===== config.mk =====
export PLATFORM = sky130hd
export DESIGN_NAME = mft_timer
export DESIGN_NICKNAME = d
export VERILOG_FILES = /design/src/rtl/mft_pkg.sv /design/src/rtl/mft_chain.sv /design/src/rtl/mft_flag.sv /design/src/rtl/mft_timer.sv
export SDC_FILE = /design/constraint.sdc
export NUM_CORES = 1
export LEC_CHECK = 0
export ABC_CLOCK_PERIOD_IN_PS = 1800
export BUFFER_PORTS_ARGS = -buffer_cell sky130_fd_sc_hd__clkbuf_2
export CAP_MARGIN = 20
export CELL_PAD_IN_SITES_DETAIL_PLACEMENT = 2
export CELL_PAD_IN_SITES_GLOBAL_PLACEMENT = 2
export CORE_ASPECT_RATIO = 1.1
export CORE_MARGIN = 2
export CORE_UTILIZATION = 29
export CTS_BUF_LIST = sky130_fd_sc_hd__clkbuf_4 sky130_fd_sc_hd__clkbuf_8 sky130_fd_sc_hd__clkbuf_16
export CTS_CLUSTER_SIZE = 30
export DETAILED_ROUTE_END_ITERATION = 10
export GPL_ROUTABILITY_DRIVEN = 0
export MAX_ROUTING_LAYER = met4
export PLACE_DENSITY_LB_ADDON = 0.15
export SLEW_MARGIN = 20
export SYNTH_ARGS = -nofsm -noshare
export SYNTH_HDL_FRONTEND = slang
export SYNTH_SLANG_ARGS = --single-unit

===== constraint.sdc =====
create_clock -name clk -period 1.8 [get_ports clk]
set_input_delay 0.27 -clock clk [delete_from_list [all_inputs] [get_ports clk]]
set_output_delay 0.27 -clock clk [all_outputs]
set_load 0.02 [all_outputs]

===== src/rtl/mft_pkg.sv =====
package mft_pkg;

    typedef enum logic {
        FLG_IDLE = 1'b0,
        FLG_PEND = 1'b1
    } flg_state_t;

    localparam int CTL_OVF_FLG = 7;
    localparam int CTL_PER_FLG = 6;
    localparam int CTL_OVF_EN  = 5;
    localparam int CTL_PER_EN  = 4;
    localparam int CTL_OVF_ACK = 3;
    localparam int CTL_PER_ACK = 2;

endpackage


===== src/rtl/mft_chain.sv =====
module mft_chain #(
    parameter int PRE_W  = 2,
    parameter int LO_W   = 8,
    parameter int HI_W   = 7,
    parameter int RATE_W = 2,
    localparam int CHAIN_W  = PRE_W + LO_W + HI_W,
    localparam int NUM_TAPS = 1 << RATE_W,
    localparam int TAP_BASE = CHAIN_W - NUM_TAPS
) (
    input  logic               clk,
    input  logic               rst,
    input  logic [RATE_W-1:0]  rate,
    output logic [CHAIN_W-1:0] chain,
    output logic [LO_W-1:0]    count,
    output logic               ovf_evt,
    output logic               per_evt
);

    logic [CHAIN_W-1:0]  chain_q;
    logic [NUM_TAPS-1:0] tap_wrap;

    always_ff @(posedge clk) begin
        if (rst) begin
            chain_q <= '0;
        end else begin
            chain_q <= chain_q + 1'b1;
        end
    end

    // One wrap detector per selectable period; the rate field picks one.
    for (genvar t = 0; t < NUM_TAPS; t++) begin : g_tap
        assign tap_wrap[t] = &chain_q[TAP_BASE + t:0];
    end

    assign chain   = chain_q;
    assign count   = chain_q[PRE_W + LO_W - 1:PRE_W];
    assign ovf_evt = &chain_q[PRE_W + LO_W - 1:0];
    assign per_evt = tap_wrap[rate];

endmodule


===== src/rtl/mft_flag.sv =====
module mft_flag
    import mft_pkg::*;
(
    input  logic clk,
    input  logic rst,
    input  logic evt,
    input  logic ack,
    output logic flag
);

    flg_state_t state_q;
    flg_state_t state_d;

    always_ff @(posedge clk) begin
        if (rst) begin
            state_q <= FLG_IDLE;
        end else begin
            state_q <= state_d;
        end
    end

    always_comb begin
        state_d = state_q;
        flag    = 1'b0;
        unique case (state_q)
            FLG_IDLE: begin
                if (evt) begin
                    state_d = FLG_PEND;
                end
            end
            FLG_PEND: begin
                flag = 1'b1;
                if (ack && !evt) begin
                    state_d = FLG_IDLE;
                end
            end
            default: state_d = FLG_IDLE;
        endcase
    end

endmodule


===== src/rtl/mft_timer.sv =====
module mft_timer
    import mft_pkg::*;
#(
    parameter int PRE_W  = 2,
    parameter int LO_W   = 8,
    parameter int HI_W   = 7,
    parameter int RATE_W = 2,
    parameter int DATA_W = 8
) (
    input  logic              clk,
    input  logic              rst,
    input  logic              reg_sel,
    input  logic              wr_en,
    input  logic [DATA_W-1:0] wr_data,
    output logic [DATA_W-1:0] rd_data,
    output logic              irq_ovf,
    output logic              irq_per
);

    localparam int CHAIN_W = PRE_W + LO_W + HI_W;

    logic [CHAIN_W-1:0] chain_q;
    logic [LO_W-1:0]    count;
    logic               ovf_evt;
    logic               per_evt;
    logic               ovf_flag;
    logic               per_flag;
    logic               ovf_en_q;
    logic               per_en_q;
    logic [RATE_W-1:0]  rate_q;
    logic               ctl_wr;
    logic               ovf_ack;
    logic               per_ack;
    logic [DATA_W-1:0]  ctl_view;
    logic               unused_wr_hi;

    assign ctl_wr  = wr_en && !reg_sel;
    assign ovf_ack = ctl_wr && wr_data[CTL_OVF_ACK];
    assign per_ack = ctl_wr && wr_data[CTL_PER_ACK];
    assign unused_wr_hi = &{1'b0, wr_data[DATA_W-1:CTL_PER_EN+2]};

    mft_chain #(
        .PRE_W  (PRE_W),
        .LO_W   (LO_W),
        .HI_W   (HI_W),
        .RATE_W (RATE_W)
    ) u_chain (
        .clk     (clk),
        .rst     (rst),
        .rate    (rate_q),
        .chain   (chain_q),
        .count   (count),
        .ovf_evt (ovf_evt),
        .per_evt (per_evt)
    );

    mft_flag u_ovf_flag (
        .clk  (clk),
        .rst  (rst),
        .evt  (ovf_evt),
        .ack  (ovf_ack),
        .flag (ovf_flag)
    );

    mft_flag u_per_flag (
        .clk  (clk),
        .rst  (rst),
        .evt  (per_evt),
        .ack  (per_ack),
        .flag (per_flag)
    );

    always_ff @(posedge clk) begin
        if (rst) begin
            ovf_en_q <= 1'b0;
            per_en_q <= 1'b0;
            rate_q   <= '0;
        end else if (ctl_wr) begin
            ovf_en_q <= wr_data[CTL_OVF_EN];
            per_en_q <= wr_data[CTL_PER_EN];
            rate_q   <= wr_data[RATE_W-1:0];
        end
    end

    always_comb begin
        ctl_view                = '0;
        ctl_view[CTL_OVF_FLG]   = ovf_flag;
        ctl_view[CTL_PER_FLG]   = per_flag;
        ctl_view[CTL_OVF_EN]    = ovf_en_q;
        ctl_view[CTL_PER_EN]    = per_en_q;
        ctl_view[RATE_W-1:0]    = rate_q;
    end

    assign rd_data = reg_sel ? DATA_W'(count) : ctl_view;
    assign irq_ovf = ovf_flag && ovf_en_q;
    assign irq_per = per_flag && per_en_q;

endmodule


==> results.md <==
- Die Ht: 69.3 um
- GRT Total Usage: 0.154
- Slew @ Worst Pin: 0.490 ns
- Fmax: slightly above 600 MHz
- Setup TNS: 0 ns
- Post-synth top cells: 23 x dfxtp_1, 12 x nor2_1, 8 x a21oi_1, 8 x mux2_2, 8 x nor2b_1
- Count of flip-flops with a built-in enable after synthesis: 0
- Crit start category: flop
- Top cells by area, synth: dfxtp_1 41%, mux2_2 8.0%, nor2b_1 4.4%
- Switch Pwr: 0.000216 W
- CP bufs+invs: 1
- NumNets Final: 161
- Final period utilization: 0.920
- Syn Area/Cell: 9.37 um^2
- Prevailing post-synth register cell: dfxtp_1
- WL final: 3140 um
- DR WL met2: 1700 um
- Post-synthesis compound-gate area fraction: 0.115
- Clock transition at the registers of the reported paths: 0.08 ns
- PwrDens: 665 nW/um^2
- # diodes: 0
- CP Cell Sequence: ha_1, nand3_2, buf_4, nor4_2, mux2_2
- Outcome: finished, final reports clean
- Global-route wire length before repair: 5200 um
- Post-route DRC: 0
- DR vias: around 1,000
- Skew-Pair Late Insertion Delay: 0.26 ns
- H-tree levels: 1
- Sequential share of the synthesized area: 0.409
- Cell-internal power: 0.000705 W
- RSZ-0062 raised after global routing: no
- Worst min-delay path class: input port to flop
- Worst slew margin: 0.665
- Number of global-route vias before repair: 1,067
- Rows: 23
- Maximum vdd drop: about 0.00022 V
- Die Width: around 63 um
- Final hold vios: 0
- Wire length on met3: 56 um
- Syn nets: roughly 130
- Core Box Area: 3680 um^2
- Root buf cell: clkbuf_8
- Crit path max fanout: 9
- Clk pwr share: 0.349
- Xor/xnor share of the synthesized area: 0.0234
- Port Buffers: 19
- Met1 wire length: 1370 um
- Largest net degree at the start of global routing: 21
- Post-Synth Adder-Cell Area: 0.0222
- MaxCap Viol Count: 0
- Most common cell in the netlist: dfxtp_1
- Final setup viols: 0
- Die area: 4390 um^2
- Mux contribution to synthesized area: 0.136
- Synthesis Warnings: 0
- Initial antenna violation count: 0
- Top Metal Used: met4
- Worst Path Required: 1.96 ns
- Initial Utilization: 0.305
- Io pins: 22
- CP arrival: 1.81 ns
- Fin Clk Skew: roughly 0.0035 ns
- Ys async rst share: 0
- CP max stage cell: dfxtp_1
- Setup crit end kind: flop
- CP delay by family, top: simple AND/OR/NAND/NOR gates
- Inserted Clock Buffers: 3
- Combinational family with the most area after synthesis: simple AND/OR/NAND/NOR gates
- Final Max Slew Viols: 0
- Slowest cell delay on critical path: 0.38 ns
- Setup bufs post-CTS: 0
- Switching Share: 0.235
- Area leader, netlist: dfxtp_1
- Sink Count: 23
- LEAKAGE: 0.553 nW
- Overflow after GRT: 0
- Share of layout cells above drive strength 1: 0.315
- Hold buffer count at CTS: 0
- Post-Synth Simple-Gate Area: 0.265
- CTS tree: built
- Mapped Cells: 120
- WL/cell: between 15 and 20 um
- CTS Buffer Depth: 2
- Power share of the sequential group: 0.575
- Drt pass-1 iters: 2
- Yosys cell types: 33
- Synth top area share: 0.409
- Mapped Area: 1120 um^2
- P&R area growth vs syn: 23.1%
- Period minus WS final: roughly 1.7 ns
- Initial DRC count: 24
- Final HPWL DP: 2440 um
- Logic pwr share: 0.075
- Worst Hold Slack: 0.246 ns
- Post-CTS Resized: 0
- Flops & latches, synth: 23
- Via density: 5.09
- Antenna-violating nets left: 0
- Crit Path Class: flop to flop
[registers in the layout, indices dropped and copies added, names as in the netlist]
name and count:
u_chain.chain 17, u_per_flag.state_q 1, ovf_en_q 1, u_ovf_flag.state_q 1, rate_q 2, per_en_q 1
[per-stage QoR]
| step | setup WS, ns | utilization | power, W | area (um^2) | cells |
|---|---|---|---|---|---|
| after detailed placement | 0.0876 | 0.359 | 0.000612 | 1320 | 192 |
| after CTS | 0.0502 | 0.372 | 0.000942 | 1370 | 196 |
| after floorplan | 0.102 | - | 0.000582 | 1120 | 120 |
| final | 0.144 | 0.376 | 0.000921 | 1390 | 196 |
| after global routing | 0.00359 | 0.376 | 0.000970 | 1390 | 196 |
| after global placement | 0.157 | 0.359 | 0.000607 | 1320 | 192 |
[power by group through the flow]
stage	registers [W]	logic (W)	clock network [W]
6_report	0.000530	0.0000694	0.000322
5_1_grt	0.000532	0.0000781	0.000360
4_1_cts	0.000530	0.0000707	0.000341
3_5_place_dp	0.000542	0.0000697	0
3_3_place_gp	0.000540	0.0000665	0
2_1_floorplan	0.000539	0.0000433	0
[logic make-up after synthesis]
| family | after synthesis |
|---|---|
| AOI/OAI and AO/OA | 20 |
| xor gates and xnor gates | 3 |
| adders and majority gates | 2 |
| buffers and inverters | 8 |
| DFF | 23 |
| muxes | 14 |
| and+or+nand+nor | 50 |
[cell type report]
class,instances,area (um^2)
flip-flops and latches,23,460
inverters,2,7.51
repair buffers,28,163
fillers,456,2300
clock buffers,3,41.3
clock inverters,1,5.00
well taps,50,62.6
multi-input cells,89,646
[tightest hold or removal path, cell delays in order]
cell and delay (ns):
clkbuf_2 0.08, mux2i_1 0.06, nor2_1 0.07
[final timing paths]
path / start / cells after the start / slack (ns) / endpoint
worst min-delay path: wr_data[1] / 3 / 0.25 / rate_q[1]$_SDFFE_PP0P_
worst max register to register: u_chain.chain[1]$_SDFF_PP0_ / 5 / 0.14 / u_chain.chain[12]$_SDFF_PP0_
worst min register to register: u_chain.chain[11]$_SDFF_PP0_ / 2 / 0.53 / u_chain.chain[11]$_SDFF_PP0_
worst max-delay path: u_chain.chain[1]$_SDFF_PP0_ / 5 / 0.14 / u_chain.chain[12]$_SDFF_PP0_
[cell usage in the layout, fill, tap and decap left out, types with 3 or more instances in the layout]
| cell | count |
|---|---|
| clkbuf_2 | 19 |
| o31ai_1 | 4 |
| a21oi_1 | 8 |
| buf_4 | 9 |
| and2_1 | 4 |
| nor2_1 | 12 |
| o21ai_0 | 3 |
| clkbuf_8 | 3 |
| or3_1 | 4 |
| nand2_1 | 3 |
| mux2i_1 | 4 |
| nand4_1 | 3 |
| nor2b_1 | 8 |
| nand3_1 | 3 |
| mux2_2 | 8 |
| dfxtp_1 | 23 |
| or4_1 | 4 |
[per-layer routing]
layer	global-route usage	vias up
met5	-	-
met4	0.0435	0
met3	0.0146	2
met2	0.277	14
met1	0.180	496
li1	-	485
No activity file was read; power rests on OpenSTA's default activity.
